**config.mk**
```make
export PLATFORM = sky130hd
export DESIGN_NAME = subsys_id_regs
export DESIGN_NICKNAME = d
export VERILOG_FILES = /design/src/rtl/subsys_id_pkg.sv /design/src/rtl/subsys_rst_gate.sv /design/src/rtl/subsys_ld_fsm.sv /design/src/rtl/subsys_id_store.sv /design/src/rtl/subsys_id_regs.sv
export SDC_FILE = /design/constraint.sdc
export NUM_CORES = 1
export LEC_CHECK = 0
export BUFFER_PORTS_ARGS = -buffer_cell sky130_fd_sc_hd__buf_4
export CORE_AREA = 4 4 80 82
export CTS_BUF_LIST = sky130_fd_sc_hd__clkbuf_4 sky130_fd_sc_hd__clkbuf_8
export DETAILED_ROUTE_END_ITERATION = 6
export DIE_AREA = 0 0 84 86
export PLACE_DENSITY = 0.85
export SETUP_SLACK_MARGIN = 0.4
export SLEW_MARGIN = 20
export SYNTH_ARGS = -nofsm -noshare
export SYNTH_HDL_FRONTEND = slang
export SYNTH_SLANG_ARGS = --single-unit
export TNS_END_PERCENT = 30
```
**constraint.sdc**
```tcl
create_clock -name clk -period 1.88 [get_ports clk]
set_clock_uncertainty 0.1 [all_clocks]
set_input_delay 0 -clock clk [delete_from_list [all_inputs] [get_ports clk]]
set_output_delay 0 -clock clk [all_outputs]
set_load 0.005 [all_outputs]
```
**src/rtl/subsys_id_pkg.sv**
```systemverilog
package subsys_id_pkg;
    typedef enum logic [1:0] {
        LD_IDLE  = 2'd0,
        LD_ARMED = 2'd1,
        LD_FETCH = 2'd2,
        LD_DONE  = 2'd3
    } ld_state_e;

    localparam logic [7:0] OFS_IDPAIR = 8'h40;
    localparam logic [7:0] OFS_SYSCTL = 8'h80;
    localparam int         LOCK_POS   = 5;
endpackage

```
**src/rtl/subsys_rst_gate.sv**
```systemverilog
module subsys_rst_gate #(
    parameter int PWRUP_CYCLES = 3300
) (
    input  logic clk,
    input  logic grst_n,
    input  logic brst_n,
    input  logic suspend,
    output logic g_clr,
    output logic b_clr,
    output logic grst_rise,
    output logic out_en,
    output logic rel_ok
);
    localparam int CNT_W = $clog2(PWRUP_CYCLES + 1);

    logic             grst_q;
    logic [CNT_W-1:0] hold_cnt;

    // previous level of global reset, used for release detection
    always_ff @(posedge clk) begin
        grst_q <= grst_n;
    end

    // clocks spent with global reset low, saturating
    always_ff @(posedge clk) begin
        if (grst_n) begin
            hold_cnt <= '0;
        end else if (hold_cnt != CNT_W'(PWRUP_CYCLES)) begin
            hold_cnt <= hold_cnt + 1'b1;
        end
    end

    always_comb begin
        g_clr     = !grst_n && !suspend;
        b_clr     = grst_n && !brst_n && !suspend;
        grst_rise = grst_n && !grst_q;
        out_en    = grst_n && brst_n && !suspend;
        rel_ok    = (hold_cnt == CNT_W'(PWRUP_CYCLES));
    end
endmodule

```
**src/rtl/subsys_ld_fsm.sv**
```systemverilog
module subsys_ld_fsm
    import subsys_id_pkg::*;
(
    input  logic       clk,
    input  logic       g_clr,
    input  logic       b_clr,
    input  logic       grst_rise,
    input  logic       suspend,
    input  logic       brst_n,
    input  logic [1:0] vcc_ctl,
    input  logic       ld_valid,
    output logic       ee_present,
    output logic       ld_req,
    output logic       ld_load
);
    ld_state_e state_q;
    ld_state_e state_nx;
    logic      arm_now;

    assign arm_now = grst_rise && !suspend && (&vcc_ctl);

    // presence flag
    always_ff @(posedge clk) begin
        if (g_clr) begin
            ee_present <= 1'b0;
        end else if (grst_rise && !suspend) begin
            ee_present <= &vcc_ctl;
        end
    end

    // next state
    always_comb begin
        state_nx = state_q;
        unique case (state_q)
            LD_IDLE:  if (arm_now)  state_nx = LD_ARMED;
            LD_ARMED: if (brst_n)   state_nx = LD_FETCH;
            LD_FETCH: if (ld_valid) state_nx = LD_DONE;
            LD_DONE:  state_nx = LD_DONE;
            default:  state_nx = LD_IDLE;
        endcase
    end

    // state register
    always_ff @(posedge clk) begin
        if (g_clr) begin
            state_q <= LD_IDLE;
        end else if (b_clr) begin
            state_q <= (ee_present || arm_now) ? LD_ARMED : LD_IDLE;
        end else begin
            state_q <= state_nx;
        end
    end

    // outputs
    always_comb begin
        ld_req  = 1'b0;
        unique case (state_q)
            LD_FETCH: ld_req = 1'b1;
            default:  ld_req = 1'b0;
        endcase
        ld_load = ld_req && ld_valid;
    end
endmodule

```
**src/rtl/subsys_id_store.sv**
```systemverilog
module subsys_id_store
    import subsys_id_pkg::*;
#(
    parameter int ADDR_W = 8,
    parameter int ID_W   = 16
) (
    input  logic                  clk,
    input  logic                  clr,
    input  logic                  cfg_wr,
    input  logic [ADDR_W-1:0]     cfg_addr,
    input  logic [2*ID_W/8-1:0]   cfg_be,
    input  logic [2*ID_W-1:0]     cfg_wdata,
    input  logic                  ld_load,
    input  logic [2*ID_W-1:0]     ld_data,
    output logic [2*ID_W-1:0]     cfg_rdata,
    output logic [2*ID_W-1:0]     id_pair,
    output logic                  lock_q
);
    localparam int DATA_W  = 2 * ID_W;
    localparam int NB      = DATA_W / 8;
    localparam int LOCK_BE = LOCK_POS / 8;

    logic hit_id;
    logic hit_ctl;
    logic sw_wr;

    assign hit_id  = (cfg_addr == ADDR_W'(OFS_IDPAIR));
    assign hit_ctl = (cfg_addr == ADDR_W'(OFS_SYSCTL));
    assign sw_wr   = cfg_wr && hit_id && !lock_q;

    for (genvar b = 0; b < NB; b++) begin : g_byte
        logic [7:0] q;
        always_ff @(posedge clk) begin
            if (clr) begin
                q <= '0;
            end else if (ld_load) begin
                q <= ld_data[b*8 +: 8];
            end else if (sw_wr && cfg_be[b]) begin
                q <= cfg_wdata[b*8 +: 8];
            end
        end
        assign id_pair[b*8 +: 8] = q;
    end

    always_ff @(posedge clk) begin
        if (clr) begin
            lock_q <= 1'b1;
        end else if (cfg_wr && hit_ctl && cfg_be[LOCK_BE]) begin
            lock_q <= cfg_wdata[LOCK_POS];
        end
    end

    always_comb begin
        cfg_rdata = '0;
        if (hit_id) begin
            cfg_rdata = id_pair;
        end else if (hit_ctl) begin
            cfg_rdata[LOCK_POS] = lock_q;
        end
    end
endmodule

```
**src/rtl/subsys_id_regs.sv**
```systemverilog
module subsys_id_regs #(
    parameter int ADDR_W       = 8,
    parameter int ID_W         = 16,
    parameter int PWRUP_CYCLES = 3300
) (
    input  logic                 clk,
    input  logic                 grst_n,
    input  logic                 brst_n,
    input  logic                 suspend,
    input  logic [1:0]           vcc_ctl,
    input  logic                 cfg_wr,
    input  logic [ADDR_W-1:0]    cfg_addr,
    input  logic [2*ID_W/8-1:0]  cfg_be,
    input  logic [2*ID_W-1:0]    cfg_wdata,
    output logic [2*ID_W-1:0]    cfg_rdata,
    input  logic                 ld_valid,
    input  logic [2*ID_W-1:0]    ld_data,
    output logic                 ld_req,
    output logic                 ee_present,
    output logic                 out_en,
    output logic                 rel_ok
);
    logic              g_clr;
    logic              b_clr;
    logic              grst_rise;
    logic              ld_load;
    logic [2*ID_W-1:0] id_pair;
    logic              lock_q;

    subsys_rst_gate #(.PWRUP_CYCLES(PWRUP_CYCLES)) u_gate (
        .clk       (clk),
        .grst_n    (grst_n),
        .brst_n    (brst_n),
        .suspend   (suspend),
        .g_clr     (g_clr),
        .b_clr     (b_clr),
        .grst_rise (grst_rise),
        .out_en    (out_en),
        .rel_ok    (rel_ok)
    );

    subsys_ld_fsm u_fsm (
        .clk        (clk),
        .g_clr      (g_clr),
        .b_clr      (b_clr),
        .grst_rise  (grst_rise),
        .suspend    (suspend),
        .brst_n     (brst_n),
        .vcc_ctl    (vcc_ctl),
        .ld_valid   (ld_valid),
        .ee_present (ee_present),
        .ld_req     (ld_req),
        .ld_load    (ld_load)
    );

    subsys_id_store #(.ADDR_W(ADDR_W), .ID_W(ID_W)) u_store (
        .clk       (clk),
        .clr       (g_clr || b_clr),
        .cfg_wr    (cfg_wr),
        .cfg_addr  (cfg_addr),
        .cfg_be    (cfg_be),
        .cfg_wdata (cfg_wdata),
        .ld_load   (ld_load),
        .ld_data   (ld_data),
        .cfg_rdata (cfg_rdata),
        .id_pair   (id_pair),
        .lock_q    (lock_q)
    );
endmodule

```
Word-level counts from Yosys, hierarchy flattened. Cells that the tools add are included.

Bits in registers: 49. Input bits: 84. Output and inout port bits: 36. Logic and storage cells: 70.

Add/sub/neg operators: 1. Equal/unequal tests: 10. Muxes and demuxes: 19. Reductions and logical operators: 31.

Operator list (count): 2-to-1 mux 8 bit (8); 2-to-1 mux 26 bit (1); logical AND 1 bit (17); adder 12 x 1 -> 12 bit (second input constant) (1); == test 12 bit (second input constant) (1); != test 12 bit (second input constant) (1); == test 8 x 7 -> 1 bit (second input constant) (1); == test 8 bit (second input constant) (1); 2-to-1 mux 2 bit (4); case mux 2 bit (4 select lines) (1); nonzero test 2 bit (4); != test 3 bit (second input constant) (2); zero test 1 bit (5); 2-to-1 mux 5 bit (1); == test 2 bit (second input constant) (2); 2-to-1 mux 1 bit (4); != test 3 x 2 -> 1 bit (second input constant) (1); AND reduction 3 bit (1); == test 2 x 1 -> 1 bit (second input constant) (1); zero test 2 bit (1); logical OR 1 bit (2); AND reduction 2 bit (1).

Depth between registers and ports, before layout. Gate-level depths: netlist (run 1).

Depth after elaboration: 7. Mapped depth: 6. Mapped depth without buffers: 6.

By module. A second synthesis (run 1) with hierarchy kept.

Cell total of the unflattened synthesis: 321. Area, all modules: 2889.0 um2.

By module, submodules not included: subsys_id_store (instances 1, cells an instance 230, area an instance 2078.2 um2, sequential area each 660.6 um2); subsys_rst_gate (instances 1, cells an instance 73, area an instance 656.9 um2, sequential area each 260.2 um2); subsys_ld_fsm (instances 1, cells an instance 17, area an instance 147.6 um2, sequential area each 60.1 um2); subsys_id_regs (instances 1, cells an instance 1, area an instance 6.3 um2, sequential area each 0.0 um2).

Worst setup path after synthesis (run 1). OpenSTA, ideal clock, no wires.

Kind: in2reg. Start: in cfg_addr[3]. End: reg u_store.g_byte[1].q[0]. Library setup time: 0.143 ns. Data arrival time: 1.430 ns. Required time: 1.637 ns. Setup slack: 0.207 ns. Cell stages on the path: 6. Path buffers: 2. Path through: or4_4 -> buf_6 -> nor4_4 -> or2_1 -> buf_6 -> a211oi_2.

Longest elaborated chain between the ends: 5.

Ends and longest elaborated chain: from (decl) (RTL line subsys_id_regs.sv:12) `input logic [ADDR_W-1:0] cfg_addr,`; == test 8 x 7 -> 1 bit (RTL line subsys_id_store.sv:27) `assign hit_id = (cfg_addr == ADDR_W'(OFS_IDPAIR));`; logical AND 1 bit (2 in series) (RTL line subsys_id_store.sv:29) `assign sw_wr = cfg_wr && hit_id && !lock_q;`; logical AND 1 bit (RTL line subsys_id_store.sv:38) `end else if (sw_wr && cfg_be[b]) begin`; nonzero test 2 bit (no source line); to (signal assigned) (RTL line subsys_id_store.sv:37) `q <= ld_data[b*8 +: 8];`; to (signal assigned) (RTL line subsys_id_store.sv:39) `q <= cfg_wdata[b*8 +: 8];`; to (decl) (RTL line subsys_id_store.sv:32) `logic [7:0] q;`.

No other way between the ends. A chain may end at the register's enable or synchronous reset.

Worst setup path in the final report (run 1).
Start: in cfg_addr[3]. End: reg u_store.lock_q.

Longest elaborated chain between the ends: 3.

Ends and longest elaborated chain: == test 8 bit (RTL line subsys_id_store.sv:28) `assign hit_ctl = (cfg_addr == ADDR_W'(OFS_SYSCTL));`; logical AND 1 bit (2 in series) (RTL line subsys_id_store.sv:48) `end else if (cfg_wr && hit_ctl && cfg_be[LOCK_BE]) begin`; to (signal assigned) (RTL line subsys_id_store.sv:49) `lock_q <= cfg_wdata[LOCK_POS];`; to (decl) (RTL line subsys_id_store.sv:17) `output logic lock_q`.

No other way between the ends.

==> results of run 1 <==
[state kept, by name (all words and copies together) (netlist names)]
register and flops:
u_fsm.state_q 2, u_store.g_byte.q 32, u_gate.grst_q 1, u_gate.hold_cnt 12, u_store.lock_q 1, u_fsm.ee_present 1
[final timing paths]
| path | end | slack, ps | depth (start not counted) |
|---|---|---|---|
| worst min-delay path | u_store.g_byte[3].q[6]$_SDFFE_PP0P_ | 9 | 3 |
| worst min register to register | u_store.g_byte[0].q[1]$_SDFFE_PP0P_ | 400 | 1 |
| worst max-delay path | u_store.lock_q$_SDFFE_PP1P_ | 110 | 7 |
| worst max register to register | u_store.g_byte[3].q[1]$_SDFFE_PP0P_ | 120 | 6 |
[worst reg2reg max path: cells and delay by family, from the launching register on]
kind,cells,cell delay [ps]
and+or+nand+nor,1,170
AOI/OAI and AO/OA,1,390
DFF,1,360
muxes,1,170
buffers and inverters,3,440
[through the flow]
| stage | utilization (%) | total power, W | instance area [µm²] |
|---|---|---|---|
| after floorplan | - | 0.001595 | 2765 |
| after global placement | 64.90 | 0.001795 | 3729 |
| after detailed placement | 64.90 | 0.001825 | 3729 |
| after CTS | 79.12 | 0.002633 | 4546 |
| after global routing | 82.19 | 0.002869 | 4722 |
| final | 82.19 | 0.002764 | 4722 |
[cell usage in the layout, fill, tap and decap left out, types with 9 or more instances in the layout]
cell type	netlist	final
o21ai_1	0	11
nor3_1	19	19
and2_1	32	32
buf_6	5	11
dlygate4sd3_1	0	50
o211a_1	16	16
mux2i_1	34	30
nand2_1	10	10
a211oi_2	8	9
buf_4	1	139
nor2_1	16	13
dfxtp_1	49	38
dfxtp_2	0	9
[layout make-up]
cell class	instances	area share (%)
Timing Repair Buffer	206	37.86
Multi-Input combinational cell	215	36.59
Sequential cell	49	21.17
Tap cell	75	1.987
Clock buffer	7	1.908
Inverter	6	0.4769
[layer usage]
layer  vias up  track usage [%]  wire length [µm]
met3        94            6.244               971
met4         0            8.918               932
met2       223            53.29              6262
met1      1557            28.06              4160
met5         -                0                 0
li1       1445                -                 -
[Yosys cell counts, types with 5 or more instances]
library cell   n
mux2i_1       34
inv_1          6
xor2_1         8
a211oi_1       9
nor2_1        16
nor3_1        19
buf_6          5
and2_1        32
clkbuf_1      15
a211oi_2       8
dfxtp_1       49
o211a_1       16
o21ai_0       17
nand2_1       10
[repair_timing]
item                                   in CTS  in global routing
hold buffers                               47                  3
setup endpoints to repair                  69                 71
buffers inserted                           15                  6
endpoints found under the hold margin      38                 13
resized for setup                          36                 21
gates cloned                                2                  1
pin swaps                                   6                  6
[power groups by stage]
stage | registers [W] | logic (W) | clock network (W)
6_report | 0.00126 | 0.000855 | 0.000653
5_1_grt | 0.00126 | 0.000905 | 0.000701
4_1_cts | 0.00123 | 0.000753 | 0.000652
3_5_place_dp | 0.00125 | 0.000570 | 0
3_3_place_gp | 0.00125 | 0.000548 | 0
2_1_floorplan | 0.00123 | 0.000363 | 0
[cells by family after synthesis]
kind of cell / after synthesis / share of synthesized area, %
AO/OA/AOI/OAI: 60 / 17.40
buffers and inverters: 30 / 5.737
AND/OR/NAND/NOR: 110 / 25.00
multiplexers: 34 / 12.39
XOR/XNOR: 9 / 2.869
flip-flops: 49 / 35.70
adder cells (fa/ha/maj): 2 / 0.9106
==> metrics.cfg, run 1 <==
[power]
p_leak_nw = 2.369
clkPwrFrac_pct = 23.6
vdd_drop_max_uv = 398.2
seqPwrFrac_pct = 45.5
p_switching_w = 0.0008103
swShare_pct = 29.32
combPwrFrac_pct = 30.9
p_int_w = 0.001954
powerDensity_mw_per_mm2 = 585.3

[worst_setup_path]
critPathRequiredTime_ps = 1950
cpMostUsedCell = buf_4
cpLargestDelayFamily = simple AND/OR/NAND/NOR gates
cp.buffers_inverters = 3
crit_path_start = cfg_addr[3]
worst_setup_path_start_kind = input port
r2r-start = u_fsm.state_q[0]$_SDFFE_PP0P_
crit_fanout = 4
path_class = in2reg
arrival_ps = 1840
max_stage_delay_ps = 610
slowest_stage = or4_4
critPathCaptureType = flip-flop
worstPathCellList = buf_4 -> or4_4 -> buf_12 -> buf_4 -> nor4_1 -> mux2i_1 -> nand2_1

[min_path]
min_from = ld_data[30]
min_path_type = in2reg

[layout]
multi_input_area_mm2 = 0.001728
drive_above_1_share_pct = 42.65
fillers = 290
regArea_um2 = 999.7
layout.nets = 569
area_growth_pct = 71.86
antenna_cells = 0
finalNonFillerCells = 558

[global_route]
grt_overflow = 0
grt_max_degree = 32
grt_pass1_vias = 3227
antenna_found_initial = 0
grt_pass1_wl_um = 15700
grtUsageTotal_pct = 27.07

[die]
die_y_um = 86
start_util_pct = 47.82
die_area_mm2 = 0.007224
rows = 28
die_w_um = 84
core_mm2 = 0.005746
ios = 120

[route]
routed_wl_um = 12330
drtIter0Drc = 310
vias = 3319
drc_errors = 0
avgViaCountPerCell = 5.948
drt_pass1_iterations = 5
ant_nets = 0
wl_per_cell_um = 22.09

[timing]
fin_setup_tns_ps = 0
rsz0062_at_grt = yes
hold_viol = 0
setup_violations = 0
finalCritPeriodShare_pct = 93.90
hold_ws_ps = 9.351
worst_pin_slew_ps = 694.2
fmax_ghz = 0.5665
drv_slew = 0
setup_slack_ps = 114.8
slew-limit-headroom_pct = 53.72
fin_crit_ps = 1765

[cts]
cts.clk_slew.worst_paths_ps = 100
numCtsBuffers = 5
root_buffer = clkbuf_8
worstSkewPairLatency_ps = 310
cts_tree = yes
cts_max_level = 2
cts_sinks = 49
max-clock-path-buffers = 2

[synth]
synth_cells = 294
syn_nets = 380
yosysTopAreaCell = dfxtp_1
synthesis.area_mm2 = 0.002748
yosys.area.top_type_share_pct = 35.70
ys.flop_type = dfxtp_1
avgSynthCellArea_um2 = 9.346
ys_ff_latch = 49
ys_types = 40
synth_area_leaders = dfxtp_1, mux2i_1, and2_1
synth_edf_count = 0
yosys_warnings = 0
async_flop_share_pct = 0
ys_seq_area_share_pct = 35.70

[placement]
io_buffer_count = 119
dp_hpwl_um = 5759
pre_cts_ws_ps = 37.03
globalplace.congestion = 0.7657
dp.cells = 477

[flow_run]
max_cap_viol_count = 0

[status]
status = completed

Power figures use the tool's default switching activity.
==> run 2, diff against run 1 <==
--- a/config.mk
+++ b/config.mk
@@ -6,11 +6,12 @@
 export NUM_CORES = 1
 export LEC_CHECK = 0
 export BUFFER_PORTS_ARGS = -buffer_cell sky130_fd_sc_hd__buf_4
-export CORE_AREA = 4 4 80 82
+export CORE_AREA = 4 4 94 96
 export CTS_BUF_LIST = sky130_fd_sc_hd__clkbuf_4 sky130_fd_sc_hd__clkbuf_8
 export DETAILED_ROUTE_END_ITERATION = 6
-export DIE_AREA = 0 0 84 86
-export PLACE_DENSITY = 0.85
+export DIE_AREA = 0 0 98 100
+export HOLD_SLACK_MARGIN = 0.05
+export PLACE_DENSITY = 0.65
 export SETUP_SLACK_MARGIN = 0.4
 export SLEW_MARGIN = 20
 export SYNTH_ARGS = -nofsm -noshare
==> run 2 against run 1 <==
  * Combinational power shrank 5.3%
  * Count of clock-buffer cells in the layout shrank 1
  * First-iteration DRC count shrank 65%
  * Design area grew 4.3%
  * Non-clock buffer count grew 14
  * Cell count grew 7.9%
  * Sequential share of layout area shrank 0.93 points
  * Flip-flop and latch count is the same
  * Critical path depth shrank 3
  * Highest routed layer unchanged
==> metrics.cfg, run 2 (synthesis results as in run 1) <==
[placement]
dp.cells = 506  ; was 477
dp_hpwl_um = 5704  ; was 5759 µm
io_buffer_count = 119  ; unchanged
globalplace.congestion = 0.7572  ; was 0.7657

[min_path]
whs_endpoint = u_store.lock_q$_SDFFE_PP1P_  ; was u_store.g_byte[3].q[6]$_SDFFE_PP0P_
min_from = cfg_wr  ; was ld_data[30]
hold_depth = 5  ; was 3
min_path_type = in2reg  ; unchanged

[die]
die_area_mm2 = 0.009800  ; was 0.007224 mm²
rows = 33  ; was 28
start_util_pct = 34.13  ; was 47.82%
die_w_um = 98  ; was 84 µm
ios = 120  ; unchanged
core_mm2 = 0.008051  ; was 0.005746 mm²
die_y_um = 100  ; was 86 µm

[route]
wl_per_cell_um = 15.21  ; was 22.09 µm
drc_errors = 0  ; unchanged
ant_nets = 0  ; unchanged
drt_pass1_iterations = 5  ; unchanged
drtIter0Drc = 108  ; was 310
avgViaCountPerCell = 4.846  ; was 5.948
routed_wl_um = 9154  ; was 12,330 µm
vias = 2917  ; was 3,319

[worst_setup_path]
crit_fanout = 6  ; was 4
path_class = reg2out  ; was in2reg
critPathRequiredTime_ps = 1780  ; was 1950 ps
r2r-start = u_fsm.state_q[0]$_SDFFE_PP0P_  ; unchanged
timing.rr.end = u_store.g_byte[0].q[0]$_SDFFE_PP0P_  ; was u_store.g_byte[3].q[1]$_SDFFE_PP0P_
critPathCaptureType = primary output  ; was flip-flop
reg2reg_depth = 6  ; unchanged
arrival_ps = 1410  ; was 1840 ps
reg2reg_setup_slack_ps = 370  ; was 120 ps
worst_setup_path_start_kind = flip-flop  ; was input port

[timing]
rsz0062_at_grt = yes  ; unchanged
fin_setup_tns_ps = 0  ; unchanged
hold_viol = 0  ; unchanged
drv_slew = 0  ; unchanged
worst_pin_slew_ps = 394.4  ; was 694.2 ps
fmax_ghz = 0.6609  ; was 0.5665 GHz
fin_crit_ps = 1513  ; was 1765 ps
setup_violations = 0  ; unchanged
finalCritPeriodShare_pct = 80.48  ; was 93.90%
slew-limit-headroom_pct = 73.46  ; was 53.72%

[layout]
largest_reg_flops = 32  ; unchanged
final_common_cell = buf_4  ; unchanged
top_regs = u_store.g_byte.q: 32 flops, u_gate.hold_cnt: 12 flops, u_fsm.state_q: 2 flops  ; unchanged
fin_util_pct = 61.18  ; was 82.19%
drive_above_1_share_pct = 39.44  ; was 42.65%
final_cell_mix = buf_4, dlygate4sd3_1, dfxtp_1  ; unchanged
finalNonFillerCells = 602  ; was 558
largest_register = u_store.g_byte.q  ; unchanged
layout.nets = 583  ; was 569
antenna_cells = 0  ; unchanged
area_growth_pct = 79.28  ; was 71.86%

[cts]
max-clock-path-buffers = 2  ; unchanged
root_buffer = clkbuf_8  ; unchanged
cts_max_level = 2  ; unchanged
worstSkewPairLatency_ps = 300  ; was 310 ps
cts_sinks = 49  ; unchanged
cts_tree = yes  ; unchanged
cts.clk_slew.worst_paths_ps = 90  ; was 100 ps
numCtsBuffers = 5  ; unchanged

[power]
p_leak_nw = 2.413  ; was 2.369 nW
vdd_drop_max_uv = 300.4  ; was 398.2 µV
powerDensity_mw_per_mm2 = 543.3  ; was 585.3 mW/mm²

[flow_run]
max_cap_viol_count = 0  ; unchanged

[global_route]
grt_pass1_wl_um = 14590  ; was 15,700 µm
antenna_found_initial = 0  ; unchanged
grt_pass1_vias = 2966  ; was 3,227
grt_overflow = 0  ; unchanged
grt_max_degree = 37  ; was 32
grtUsageTotal_pct = 18.28  ; was 27.07%

[status]
status = completed  ; unchanged

[run 2: per-stage QoR]
stage               hold WS, ps  power (W)  worst slack [ps]  cell area, µm²
finish                    81.87   0.002676             367.0            4926
global route              93.19   0.002827             285.4            4926
CTS                       53.98   0.002669             339.3            4813
detailed placement        135.0   0.001836             119.0            3786
global placement          137.0   0.001816             151.8            3786
floorplan                -72.28   0.001595             245.1            2765
[run 2: worst max-delay path by stage]
stage                                                 from                                   to  slack (ps)  cells after the start
after floorplan                                cfg_addr[7]  u_store.g_byte[1].q[0]$_SDFFE_PP0P_         250                      6
after global placement                         cfg_addr[3]  u_store.g_byte[2].q[2]$_SDFFE_PP0P_         150                      5
after detailed placement                       cfg_addr[3]  u_store.g_byte[2].q[6]$_SDFFE_PP0P_         120                      5
after CTS                  u_gate.hold_cnt[1]$_SDFFE_PP0N_                               rel_ok         340                      6
after global routing      u_gate.hold_cnt[10]$_SDFFE_PP0N_                               rel_ok         290                      4
final                      u_gate.hold_cnt[9]$_SDFFE_PP0N_                               rel_ok         370                      4
[run 2: area by class of cell]
type                            instances  area, µm²
Sequential cell                        49      997.2
Clock inverter                          1      7.507
Tap cell                              105      131.4
Multi-Input combinational cell        215       1749
Clock buffer                            6      82.58
Timing Repair Buffer                  220       1936
Fill cell                             665       3126
Inverter                                6      22.52
[run 2: metal layers]
layer	global-route usage (%)	up-vias	share of wire (%)
li1	-	1464	-
met2	34.35	93	52
met1	21.30	1349	42
met4	4.366	0	1.2
met5	0	-	0
met3	3.614	11	5.5
[run 2: what timing repair did]
| action | in CTS | in global routing |
|---|---|---|
| endpoints found under the setup margin | 35 | 71 |
| hold buffers | 75 | 0 |
| resized for setup | 18 | 29 |
| gates cloned | 2 | 0 |
| hold endpoints to repair | 49 | 0 |
| buffers inserted | 8 | 4 |
| pin swaps | 4 | 9 |
[run 2: critical path, stage by stage (launching register included)]
cell	delay, ps
dfxtp_2	340
nand4bb_4	240
nor4_4	280
buf_6	160
buf_6	90
[run 2: report_power, final]
| part | total [W] | internal, W | leakage, nW | switching, W |
|---|---|---|---|---|
| registers | 0.00123 | 0.00116 | 0.404 | 0.0000669 |
| clock network | 0.000635 | 0.000291 | 0.0433 | 0.000344 |
| logic | 0.000810 | 0.000495 | 1.97 | 0.000315 |
| total | 0.00268 | 0.00195 | 2.41 | 0.000726 |
